### src/rtl/lbus_pkg.sv
package lbus_pkg;
   timeunit 1ns;
   timeprecision 100ps;

   // access code {sel[1], sel[0], rnw}
   typedef enum logic [2:0] {
      ACC_BAD_WR = 3'b000,
      ACC_RX_RD  = 3'b001,
      ACC_TX_WR  = 3'b010,
      ACC_BAD_RD = 3'b011,
      ACC_RST_WR = 3'b100,
      ACC_RST_RD = 3'b101,
      ACC_TST_WR = 3'b110,
      ACC_TST_RD = 3'b111
   } acc_code_t;

   localparam int FLAG_BIT = 0;
   localparam int IEN_BIT  = 1;
endpackage

### src/rtl/lbus_sync.sv
module lbus_sync #(
   parameter int W      = 4,
   parameter int STAGES = 2
) (
   input  logic         clk,
   input  logic         rst_n,
   input  logic [W-1:0] async_in,
   output logic [W-1:0] sync_out
);
   timeunit 1ns;
   timeprecision 100ps;

   if (STAGES < 1) begin : g_bad_stages
      $error("lbus_sync: STAGES must be at least 1");
   end

   logic [W-1:0] chain [STAGES];

   for (genvar i = 0; i < STAGES; i++) begin : g_stage
      always_ff @(posedge clk or negedge rst_n) begin
         if (!rst_n) chain[i] <= '1;
         else if (i == 0) chain[i] <= async_in;
         else chain[i] <= chain[(i == 0) ? 0 : i-1];
      end
   end

   assign sync_out = chain[STAGES-1];
endmodule

### src/rtl/lbus_status.sv
module lbus_status #(
   parameter bit FLAG_RST = 1'b0,
   parameter bit IRQ_REG  = 1'b0
) (
   input  logic clk,
   input  logic rst_n,
   input  logic flag_set,
   input  logic flag_clr,
   input  logic en_we,
   input  logic en_d,
   output logic flag,
   output logic en,
   output logic irq
);
   timeunit 1ns;
   timeprecision 100ps;

   always_ff @(posedge clk or negedge rst_n) begin
      if (!rst_n) begin
         flag <= FLAG_RST;
         en   <= 1'b0;
      end else begin
         if (flag_set)      flag <= 1'b1;
         else if (flag_clr) flag <= 1'b0;
         if (en_we)         en   <= en_d;
      end
   end

   if (IRQ_REG) begin : g_irq_ff
      always_ff @(posedge clk or negedge rst_n) begin
         if (!rst_n) irq <= 1'b0;
         else        irq <= flag & en;
      end
   end else begin : g_irq_comb
      assign irq = flag & en;
   end
endmodule

### src/rtl/lbus_link_regs.sv
module lbus_link_regs
   import lbus_pkg::*;
#(
   parameter int DATA_W      = 8,
   parameter int SYNC_STAGES = 2,
   parameter bit IRQ_REG     = 1'b0
) (
   input  logic              clk,
   input  logic              rst_n,
   input  logic              bus_cs_n,
   input  logic [1:0]        bus_sel,
   input  logic              bus_rnw,
   input  logic [DATA_W-1:0] bus_din,
   output logic [DATA_W-1:0] bus_dout,
   output logic              bus_doe,
   output logic              irq_rx,
   output logic              irq_tx,
   input  logic              lnk_rx_stb,
   input  logic [DATA_W-1:0] lnk_rx_data,
   output logic              lnk_rx_ack,
   output logic              lnk_tx_go,
   output logic [DATA_W-1:0] lnk_tx_data,
   input  logic              lnk_tx_done
);
   timeunit 1ns;
   timeprecision 100ps;

   localparam int SW = DATA_W + 4;

   if (DATA_W < 2) begin : g_bad_width
      $error("lbus_link_regs: DATA_W must hold flag and enable bits");
   end

   logic [SW-1:0]     s_vec;
   logic              s_cs_n, s_rnw;
   logic [1:0]        s_sel;
   logic [DATA_W-1:0] s_din;

   lbus_sync #(.W(SW), .STAGES(SYNC_STAGES)) u_sync (
      .clk(clk), .rst_n(rst_n),
      .async_in({bus_cs_n, bus_rnw, bus_sel, bus_din}),
      .sync_out(s_vec)
   );
   assign {s_cs_n, s_rnw, s_sel, s_din} = s_vec;

   logic      cs_q, in_acc, cs_fall, cs_rise;
   acc_code_t acc;

   assign cs_fall = cs_q & ~s_cs_n;
   assign cs_rise = ~cs_q & s_cs_n & in_acc;

   always_ff @(posedge clk or negedge rst_n) begin
      if (!rst_n) begin
         cs_q   <= 1'b1;
         in_acc <= 1'b0;
         acc    <= ACC_BAD_WR;
      end else begin
         cs_q <= s_cs_n;
         if (cs_fall) begin
            in_acc <= 1'b1;
            acc    <= acc_code_t'({s_sel, s_rnw});
         end else if (cs_rise) begin
            in_acc <= 1'b0;
         end
      end
   end

   // end-of-access actions
   logic rx_flag, rx_en, tx_flag, tx_en;
   logic do_rx_rd, do_tx_wr, do_rst_wr, do_tst_wr;

   assign do_rx_rd  = cs_rise && (acc == ACC_RX_RD) && rx_flag;
   assign do_tx_wr  = cs_rise && (acc == ACC_TX_WR) && tx_flag;
   assign do_rst_wr = cs_rise && (acc == ACC_RST_WR);
   assign do_tst_wr = cs_rise && (acc == ACC_TST_WR);

   logic [DATA_W-1:0] rx_buf;

   always_ff @(posedge clk or negedge rst_n) begin
      if (!rst_n) begin
         rx_buf      <= '0;
         lnk_rx_ack  <= 1'b0;
         lnk_tx_go   <= 1'b0;
         lnk_tx_data <= '0;
      end else begin
         if (lnk_rx_stb) rx_buf <= lnk_rx_data;
         lnk_rx_ack <= do_rx_rd;
         lnk_tx_go  <= do_tx_wr;
         if (do_tx_wr) lnk_tx_data <= s_din;
      end
   end

   lbus_status #(.FLAG_RST(1'b0), .IRQ_REG(IRQ_REG)) u_rx_stat (
      .clk(clk), .rst_n(rst_n),
      .flag_set(lnk_rx_stb), .flag_clr(do_rx_rd),
      .en_we(do_rst_wr), .en_d(s_din[IEN_BIT]),
      .flag(rx_flag), .en(rx_en), .irq(irq_rx)
   );

   lbus_status #(.FLAG_RST(1'b1), .IRQ_REG(IRQ_REG)) u_tx_stat (
      .clk(clk), .rst_n(rst_n),
      .flag_set(lnk_tx_done), .flag_clr(do_tx_wr),
      .en_we(do_tst_wr), .en_d(s_din[IEN_BIT]),
      .flag(tx_flag), .en(tx_en), .irq(irq_tx)
   );

   // read path
   always_comb begin
      bus_dout = '0;
      unique case (acc)
         ACC_RX_RD:  bus_dout = rx_buf;
         ACC_RST_RD: begin
            bus_dout[FLAG_BIT] = rx_flag;
            bus_dout[IEN_BIT]  = rx_en;
         end
         ACC_TST_RD: begin
            bus_dout[FLAG_BIT] = tx_flag;
            bus_dout[IEN_BIT]  = tx_en;
         end
         default:    bus_dout = '0;
      endcase
   end

   assign bus_doe = in_acc & acc[0];
endmodule

### config.mk
export PLATFORM = sky130hd
export DESIGN_NAME = lbus_link_regs
export DESIGN_NICKNAME = d
export VERILOG_FILES = /design/src/rtl/lbus_pkg.sv /design/src/rtl/lbus_sync.sv /design/src/rtl/lbus_status.sv /design/src/rtl/lbus_link_regs.sv
export SDC_FILE = /design/constraint.sdc
export NUM_CORES = 1
export LEC_CHECK = 0
export BUFFER_PORTS_ARGS = -buffer_cell sky130_fd_sc_hd__buf_4
export CAP_MARGIN = 20
export CORE_MARGIN = 2
export CORE_UTILIZATION = 50
export CTS_BUF_LIST = sky130_fd_sc_hd__clkbuf_16
export DETAILED_ROUTE_END_ITERATION = 12
export PLACE_DENSITY = 0.8
export SKIP_LAST_GASP = 1
export SYNTH_ARGS = -nofsm -noshare
export SYNTH_HDL_FRONTEND = slang
export SYNTH_SLANG_ARGS = --single-unit
### constraint.sdc
create_clock -name clk -period 2.5 [get_ports clk]
set_input_delay 0.25 -clock clk [delete_from_list [all_inputs] [get_ports clk]]
set_output_delay 0.25 -clock clk [all_outputs]
set_load 0.02 [all_outputs]
==> results of run 1 <==
cells by family (layout without fill, tap and decap cells):
kind of cell | Yosys count | in the layout
fa+ha+maj | 1 | 1
flops | 51 | 51
simple gates | 23 | 23
mux | 23 | 23
compound gates | 4 | 4
buf+inv | 5 | 54
layer usage:
| layer | track usage | vias to the layer above |
|---|---|---|
| met1 | 0.199 | 482 |
| met3 | 0.0581 | 2 |
| met4 | 0.0479 | 0 |
| met5 | 0 | - |
| met2 | 0.234 | 23 |
| li1 | - | 456 |
per-stage QoR:
step / instances / setup slack [ns]
floorplan: 107 / 0.960
detailed placement: 193 / 0.645
global route: 202 / 0.580
global placement: 193 / 0.715
finish: 202 / 0.662
CTS: 202 / 0.629
power groups by stage:
| stage | Sequential, µW | Clock, µW | Combinational, µW |
|---|---|---|---|
| finish | 1010 | 745 | 403 |
| floorplan | 1060 | 0 | 188 |
| CTS | 1010 | 763 | 409 |
| global route | 1020 | 811 | 432 |
| detailed placement | 1020 | 0 | 407 |
| global placement | 1020 | 0 | 396 |
worst max-delay path by stage:
| stage | startpoint | slack (ns) | cells past startpoint | endpoint |
|---|---|---|---|---|
| 2_1_floorplan | u_sync.sync_out[11] | 0.96 | 4 | lnk_tx_data[0] |
| 3_3_place_gp | u_sync.sync_out[11] | 0.72 | 3 | lnk_tx_data[6] |
| 3_5_place_dp | u_sync.sync_out[11] | 0.65 | 3 | lnk_tx_data[2] |
| 4_1_cts | u_sync.sync_out[11] | 0.63 | 3 | lnk_tx_data[3] |
| 5_1_grt | u_sync.sync_out[11] | 0.58 | 3 | lnk_tx_data[3] |
| 6_report | u_sync.sync_out[11] | 0.66 | 3 | lnk_tx_data[7] |
synth_stat cells:
cell,count
a21o_1,2
and2_1,11
and3_1,1
and3b_2,1
and4b_1,1
and4bb_4,1
buf_2,2
buf_6,1
clkbuf_1,1
dfrtp_1,25
dfstp_2,26
inv_1,1
maj3_1,1
mux2_2,13
mux2_4,8
mux2i_1,2
nand2_1,1
nand3_1,3
nand3b_1,2
nor2b_1,1
nor3b_2,1
o21ai_0,2
flip-flops by register name (all words and copies together) (netlist names), 3 cells and up:
signal	flops
rx_buf	8
u_sync.sync_out	12
u_sync.chain	12
lnk_tx_data	8
acc	3
area by class of cell:
| cell class | instances | area [µm²] |
|---|---|---|
| Multi-Input combinational cell | 51 | 485 |
| Inverter | 1 | 3.75 |
| Fill cell | 240 | 1050 |
| Clock buffer | 5 | 125 |
| Clock inverter | 3 | 42.5 |
| Sequential cell | 51 | 1310 |
| Tap cell | 46 | 57.6 |
| Timing Repair Buffer | 45 | 340 |
worst max-delay path, stage by stage (launching register included):
cell and delay, ns:
dfstp_2 0.56, and4bb_4 0.26, and4b_1 0.56, mux2_4 0.35
repair_timing:
item                                   4_1_cts  5_1_grt
hold buffers                                 1        0
endpoints found under the hold margin       25        0
setup buffers                                0        0
==> results.ini, run 1 <==
[drt]
drtAntennaViolNets = 0
wl_per_cell_um = 13.3
drtPass1Iterations = 2
drt_wl_total_mm = 2.68
drt_iter0_drc = 69
route.met3.wl_um = 139
vias_per_cell = 4.77
vias = 963
wl_met2_mm = 1.41
drc = 0
wl_met1_mm = 1.12
top_layer = met4

[critical_path]
r2r_start = u_sync.sync_out[11]
critPathArrivalTime_ns = 2.00
rr_endpoint = lnk_tx_data[7]
cp-end-kind = flip-flop
worst-r2r-cell-count = 3
critPathLaunchType = flip-flop
r2r_setup_slack_ns = 0.66
crit_type = flip-flop to flip-flop
worstPathRequired_ns = 2.67
crit_fanout = 9

[global_routing]
grt_pass1_vias = 1008
grtUsageTotal = 0.152
antenna_found_initial = 0
grt_max_degree = 52
grt_pass1_wl_mm = 4.67
gr-total-overflow = 0

[logic_synthesis]
ys_seq_area_frac = 0.718
syn_area_per_cell_um2 = 17.0
synth_cell_types = 22
synth_nets = 131
synth-compound-area-share = 0.0137
synth-adder-area-share = 0.00549
ys_ff_latch = 51
yosys_warnings = 0
syn_inst = 107
synthMuxAreaShare = 0.157
synthesis.area_um2 = 1820
synth.largest_area_cell = dfstp_2
ys_top_cells_by_area = dfstp_2 (37%), dfrtp_1 (34%), mux2_2 (8.0%), mux2_4 (6.6%), and2_1 (3.8%)
synth_top_area_frac = 0.375
yosys.area_share.simple = 0.0899
synthXorXnorAreaFrac = 0
synth_top_family_by_area = multiplexers

[power]
comb_power_share = 0.187
p_sw_uw = 518
swShare = 0.240
pwr-share-seq = 0.468
leakage_uw = 0.00108
p_total_uw = 2160
power_density_nw_per_um2 = 912
clock_power_share = 0.345
ir_worst_vdd_uv = 644
p_int_uw = 1640

[sta]
fmax_ghz = 0.544
max-slew-margin-rel = 0.606
finalCriticalPeriod_ns = 1.84
hold_slack_ns = 0.0675
min_period_over_period = 0.735
hold_viol = 0
rsz0062_at_grt = false
setup_violations = 0
tightest_slew_ns = 0.592
setup_tns_ns = 0
slew_viol_final = 0
skew_ns = 0.00628

[outcome]
status = finished, final reports clean

[clock_tree]
cts.htree.levels = 2
cts_root_buf = clkbuf_16
clk_latency_ns = 0.28
cts_sinks = 51
cts.clk_slew.worst_paths_ns = 0.06
cts_tree = yes
cts_resized = 0
clock_path_buffers = 2
cts_buffers = 5

[placement]
dp_hpwl_mm = 1.86
place_congestion = 0.701
detailed_place.area_um2 = 2190
portBuffers = 44

[job]
maxCapViolCount = 0

[min_path]
hp-start = bus_din[0]
holdPathStages = 1
hold_class = input port to flip-flop
hold_end = u_sync.chain[12]

[floorplanning]
fp.dieArea_um2 = 4140
die_h_um = 64.4
core-area_um2 = 3420
io_pins = 45
start_util = 0.534
die-width_um = 64.4
num_rows = 21

[layout]
fin_util = 0.692
layout_common_cells = buf_4 (44), dfstp_2 (26), dfrtp_1 (25)
diodes = 0
layout.nets = 179
drive_above_1_share = 0.647
stdcell_area_um2 = 2360
layout_commonest_cell = buf_4
area_delta_synth_final_pct = 29.7

No activity file was read; power rests on OpenSTA's default activity.
==> run 2: changes to the inputs <==
==> constraint.sdc (replaced) <==
create_clock -name clk -period 1.9 [get_ports clk]
set_input_delay 0.19 -clock clk [delete_from_list [all_inputs] [get_ports clk]]
set_output_delay 0.19 -clock clk [all_outputs]
set_load 0.02 [all_outputs]
==> results.ini, run 2 (synthesis gave the netlist of run 1 again) <==
[min_path]
holdPathStages = 1
hold_end = u_sync.chain[23]
hp-start = bus_cs_n
hold_class = input port to flip-flop

[global_routing]
grt_pass1_wl_mm = 4.77
gr-total-overflow = 0
grtUsageTotal = 0.160
antenna_found_initial = 0
grt_max_degree = 52
grt_pass1_vias = 1089

[critical_path]
worst-r2r-cell-count = 4
rr_endpoint = lnk_tx_data[4]
critPathArrivalTime_ns = 1.49
crit_type = flip-flop to output pin
critPathLaunchType = flip-flop
worstPathRequired_ns = 1.71
cp-end-kind = output pin
r2r_start = u_sync.sync_out[11]
crit_fanout = 10
r2r_setup_slack_ns = 0.26

[clock_tree]
cts.clk_slew.worst_paths_ns = 0.06
cts_sinks = 51
clock_path_buffers = 2
cts_buffers = 5
post_cts_buffers = 0
cts_resized = 0
cts_tree = yes
cts_root_buf = clkbuf_16
clk_latency_ns = 0.29
cts_hold_buf = 3
cts.htree.levels = 2

[drt]
drt_wl_total_mm = 2.95
drtAntennaViolNets = 0
drc = 0
vias_per_cell = 4.73
drt_iter0_drc = 33
vias = 1012
drtPass1Iterations = 4
wl_per_cell_um = 13.8

[layout]
multiInputGateArea_um2 = 485
layout_common_cells = buf_4 (45), dfstp_2 (26), dfrtp_1 (25)
nFillCells = 233
fin_util = 0.727
layout_commonest_cell = buf_4
drive_above_1_share = 0.613
diodes = 0
layout.nets = 191
area_delta_synth_final_pct = 36.3
seqCellArea_um2 = 1310

[sta]
min_period_over_period = 0.887
setup_tns_ns = 0
rsz0062_at_grt = false
hold_viol = 0
setup_violations = 0
slew_viol_final = 0
max-slew-margin-rel = 0.610
fmax_ghz = 0.594
skew_ns = 0.00662
finalCriticalPeriod_ns = 1.68
tightest_slew_ns = 0.585

[floorplanning]
fp.dieArea_um2 = 4140
die-width_um = 64.4
num_rows = 21
die_h_um = 64.4
io_pins = 45
core-area_um2 = 3420
start_util = 0.534

[placement]
portBuffers = 44
dp_hpwl_mm = 1.93
place_congestion = 0.713

[power]
p_sw_uw = 705
comb_power_share = 0.191
clock_power_share = 0.345
p_int_uw = 2170
power_density_nw_per_um2 = 1160
pwr-share-seq = 0.464
leakage_uw = 0.00113
ir_worst_vdd_uv = 1110
swShare = 0.245

[job]
maxCapViolCount = 0

[outcome]
status = finished, final reports clean

[run 2: through the flow]
step | instances | worst slack [ns] | cell area [µm²] | hold slack, ns | total power, µW
final | 214 | 0.215 | 2480 | 0.0120 | 2880
after global placement | 194 | 0.299 | 2190 | 0.218 | 1860
after floorplan | 107 | 0.360 | 1820 | -0.106 | 1640
after CTS | 205 | 0.192 | 2390 | 0.000129 | 2900
after detailed placement | 194 | 0.261 | 2190 | 0.233 | 1890
after global routing | 214 | 0.0770 | 2480 | 0.00243 | 3000
[run 2: power groups by stage]
| stage | clock (µW) | combinational (µW) | sequential, µW |
|---|---|---|---|
| 2_1_floorplan | 0 | 247 | 1390 |
| 4_1_cts | 1020 | 546 | 1330 |
| 6_report | 994 | 551 | 1330 |
| 5_1_grt | 1070 | 584 | 1350 |
| 3_3_place_gp | 0 | 521 | 1340 |
| 3_5_place_dp | 0 | 538 | 1350 |
[run 2: worst max path at each step]
stage	cells past startpoint	slack, ns	start	to
2_1_floorplan	4	0.36	u_sync.sync_out[11]	lnk_tx_data[0]
3_3_place_gp	4	0.30	u_sync.sync_out[11]	lnk_tx_data[6]
3_5_place_dp	4	0.26	u_sync.sync_out[11]	lnk_tx_data[6]
4_1_cts	3	0.19	acc[2]	bus_dout[4]
5_1_grt	3	0.08	acc[2]	bus_dout[4]
6_report	3	0.22	acc[2]	bus_dout[4]
[run 2: cell type report]
class                      count  area share
inverter                       1     0.00151
clock buffer                   5      0.0504
clock inverter                 3      0.0186
multi-input combinational     51       0.195
sequential                    51       0.527
timing repair buffer          57       0.184
tap                           46      0.0232
[run 2: per-layer routing]
metal / up-vias / GRT usage / wire (µm) / part of all wire
met2: 26 / 0.253 / 1550 / 0.53
met4: 0 / 0.125 / 91 / 0.031
met3: 8 / 0.0511 / 142 / 0.048
li1: 480 / - / - / -
met1: 498 / 0.177 / 1160 / 0.39
met5: - / 0 / 0 / 0
[run 2: critical path: stages (launching register included)]
cell     delay (ns)
dfrtp_1        0.50
nor3b_2        0.38
and2_1         0.19
buf_4          0.14
==> run 3: changes to the inputs <==
--- a/config.mk
+++ b/config.mk
@@ -6,12 +6,11 @@
 export NUM_CORES = 1
 export LEC_CHECK = 0
 export BUFFER_PORTS_ARGS = -buffer_cell sky130_fd_sc_hd__buf_4
-export CAP_MARGIN = 20
-export CORE_MARGIN = 2
+export CORE_MARGIN = 4
 export CORE_UTILIZATION = 50
 export CTS_BUF_LIST = sky130_fd_sc_hd__clkbuf_16
 export DETAILED_ROUTE_END_ITERATION = 12
-export PLACE_DENSITY = 0.8
+export PLACE_DENSITY = 0.87
 export SKIP_LAST_GASP = 1
 export SYNTH_ARGS = -nofsm -noshare
 export SYNTH_HDL_FRONTEND = slang
==> results.ini, run 3 (synthesis gave the netlist of run 1 again) <==
[outcome]
status = finished, final reports clean

[floorplanning]
fp.dieArea_um2 = 4680
die-width_um = 68.4
io_pins = 45
num_rows = 21
start_util = 0.534
core-area_um2 = 3420
die_h_um = 68.4

[sta]
setup_violations = 0
finalCriticalPeriod_ns = 1.70
skew_ns = 0.00585
min_period_over_period = 0.897
setup_tns_ns = 0
rsz0062_at_grt = false
slew_viol_final = 0
hold_viol = 0
tightest_slew_ns = 0.589
fmax_ghz = 0.587
max-slew-margin-rel = 0.607

[clock_tree]
post_cts_buffers = 0
cts_tree = yes
cts_sinks = 51
cts.clk_slew.worst_paths_ns = 0.06
clk_latency_ns = 0.29
cts_buffers = 5
clock_path_buffers = 2
cts_resized = 0
cts_hold_buf = 4
cts_root_buf = clkbuf_16
cts.htree.levels = 2

[critical_path]
critPathLaunchType = flip-flop
cp-end-kind = output pin
worstPathRequired_ns = 1.71
crit_type = flip-flop to output pin
rr_endpoint = lnk_tx_data[3]
r2r_setup_slack_ns = 0.23
crit_fanout = 10
worst-r2r-cell-count = 4
critPathArrivalTime_ns = 1.51
r2r_start = u_sync.sync_out[11]

[power]
ir_worst_vdd_uv = 815
swShare = 0.254
p_sw_uw = 691
clock_power_share = 0.307
p_int_uw = 2020
leakage_uw = 0.00110
comb_power_share = 0.202
pwr-share-seq = 0.491
power_density_nw_per_um2 = 1130

[drt]
drc = 0
drtAntennaViolNets = 0
drtPass1Iterations = 4
vias = 1004
wl_per_cell_um = 14.7
drt_wl_total_mm = 3.08
drt_iter0_drc = 44
vias_per_cell = 4.80

[min_path]
holdPathStages = 1
hold_end = u_sync.chain[17]
hp-start = bus_din[5]
hold_class = input port to flip-flop

[placement]
dp_cells = 194
portBuffers = 44
place_congestion = 0.760
dp_hpwl_mm = 2.14

[layout]
layout.nets = 186
diodes = 0
area_delta_synth_final_pct = 31.9
seqCellArea_um2 = 1310
layout_common_cells = buf_4 (45), dfstp_2 (26), dfrtp_1 (25)
layout_commonest_cell = buf_4
multiInputGateArea_um2 = 485
drive_above_1_share = 0.620
final_cell_count_no_fill = 209
nFillCells = 235

[global_routing]
antenna_found_initial = 0
grtUsageTotal = 0.153
grt_pass1_wl_mm = 4.95
grt_max_degree = 52
gr-total-overflow = 0
grt_pass1_vias = 1049

[job]
maxCapViolCount = 0

-- run 3: worst max-delay path by stage --
stage / startpoint / endpoint / depth (start not counted)
after floorplan: u_sync.sync_out[11] / lnk_tx_data[0] / 4
after global placement: u_sync.sync_out[11] / lnk_tx_data[0] / 4
after detailed placement: u_sync.sync_out[11] / lnk_tx_data[7] / 4
after CTS: acc[2] / bus_dout[5] / 3
after global routing: acc[2] / bus_dout[5] / 3
final: acc[2] / bus_dout[5] / 3
-- run 3: layout make-up --
| class | count | share of cell area |
|---|---|---|
| Sequential cell | 51 | 0.544 |
| Inverter | 1 | 0.00156 |
| Timing Repair Buffer | 52 | 0.170 |
| Clock inverter | 3 | 0.00676 |
| Tap cell | 46 | 0.0239 |
| Multi-Input combinational cell | 51 | 0.202 |
| Clock buffer | 5 | 0.0520 |
-- run 3: stage by stage --
step	hold WS [ns]	cell area [µm²]	setup slack [ns]	utilization	power [µW]
floorplan	-0.106	1820	0.360	-	1640
global placement	0.220	2190	0.297	0.642	1870
detailed placement	0.230	2190	0.236	0.642	1890
CTS	0.000723	2370	0.170	0.695	2740
global route	0.000217	2400	0.0496	0.704	2850
finish	0.00644	2400	0.196	0.704	2710
-- run 3: worst max-delay path: stages (launching register included) --
cell	delay, ns
dfrtp_1	0.50
nor3b_2	0.40
and2_1	0.19
buf_4	0.14
-- run 3: power by group through the flow --
stage | logic (µW) | registers [µW] | clock network (µW)
after global routing | 586 | 1350 | 906
after global placement | 524 | 1340 | 0
final | 547 | 1330 | 835
after floorplan | 247 | 1390 | 0
after detailed placement | 540 | 1350 | 0
after CTS | 549 | 1340 | 860
-- run 3: layer usage --
layer  up-vias  global-route usage  routed length [µm]
li1        470                   -                   -
met1       508               0.181                1210
met2        22               0.237                1670
met3         4              0.0673                 156
met4         0              0.0744                  40
met5         -                   0                   0
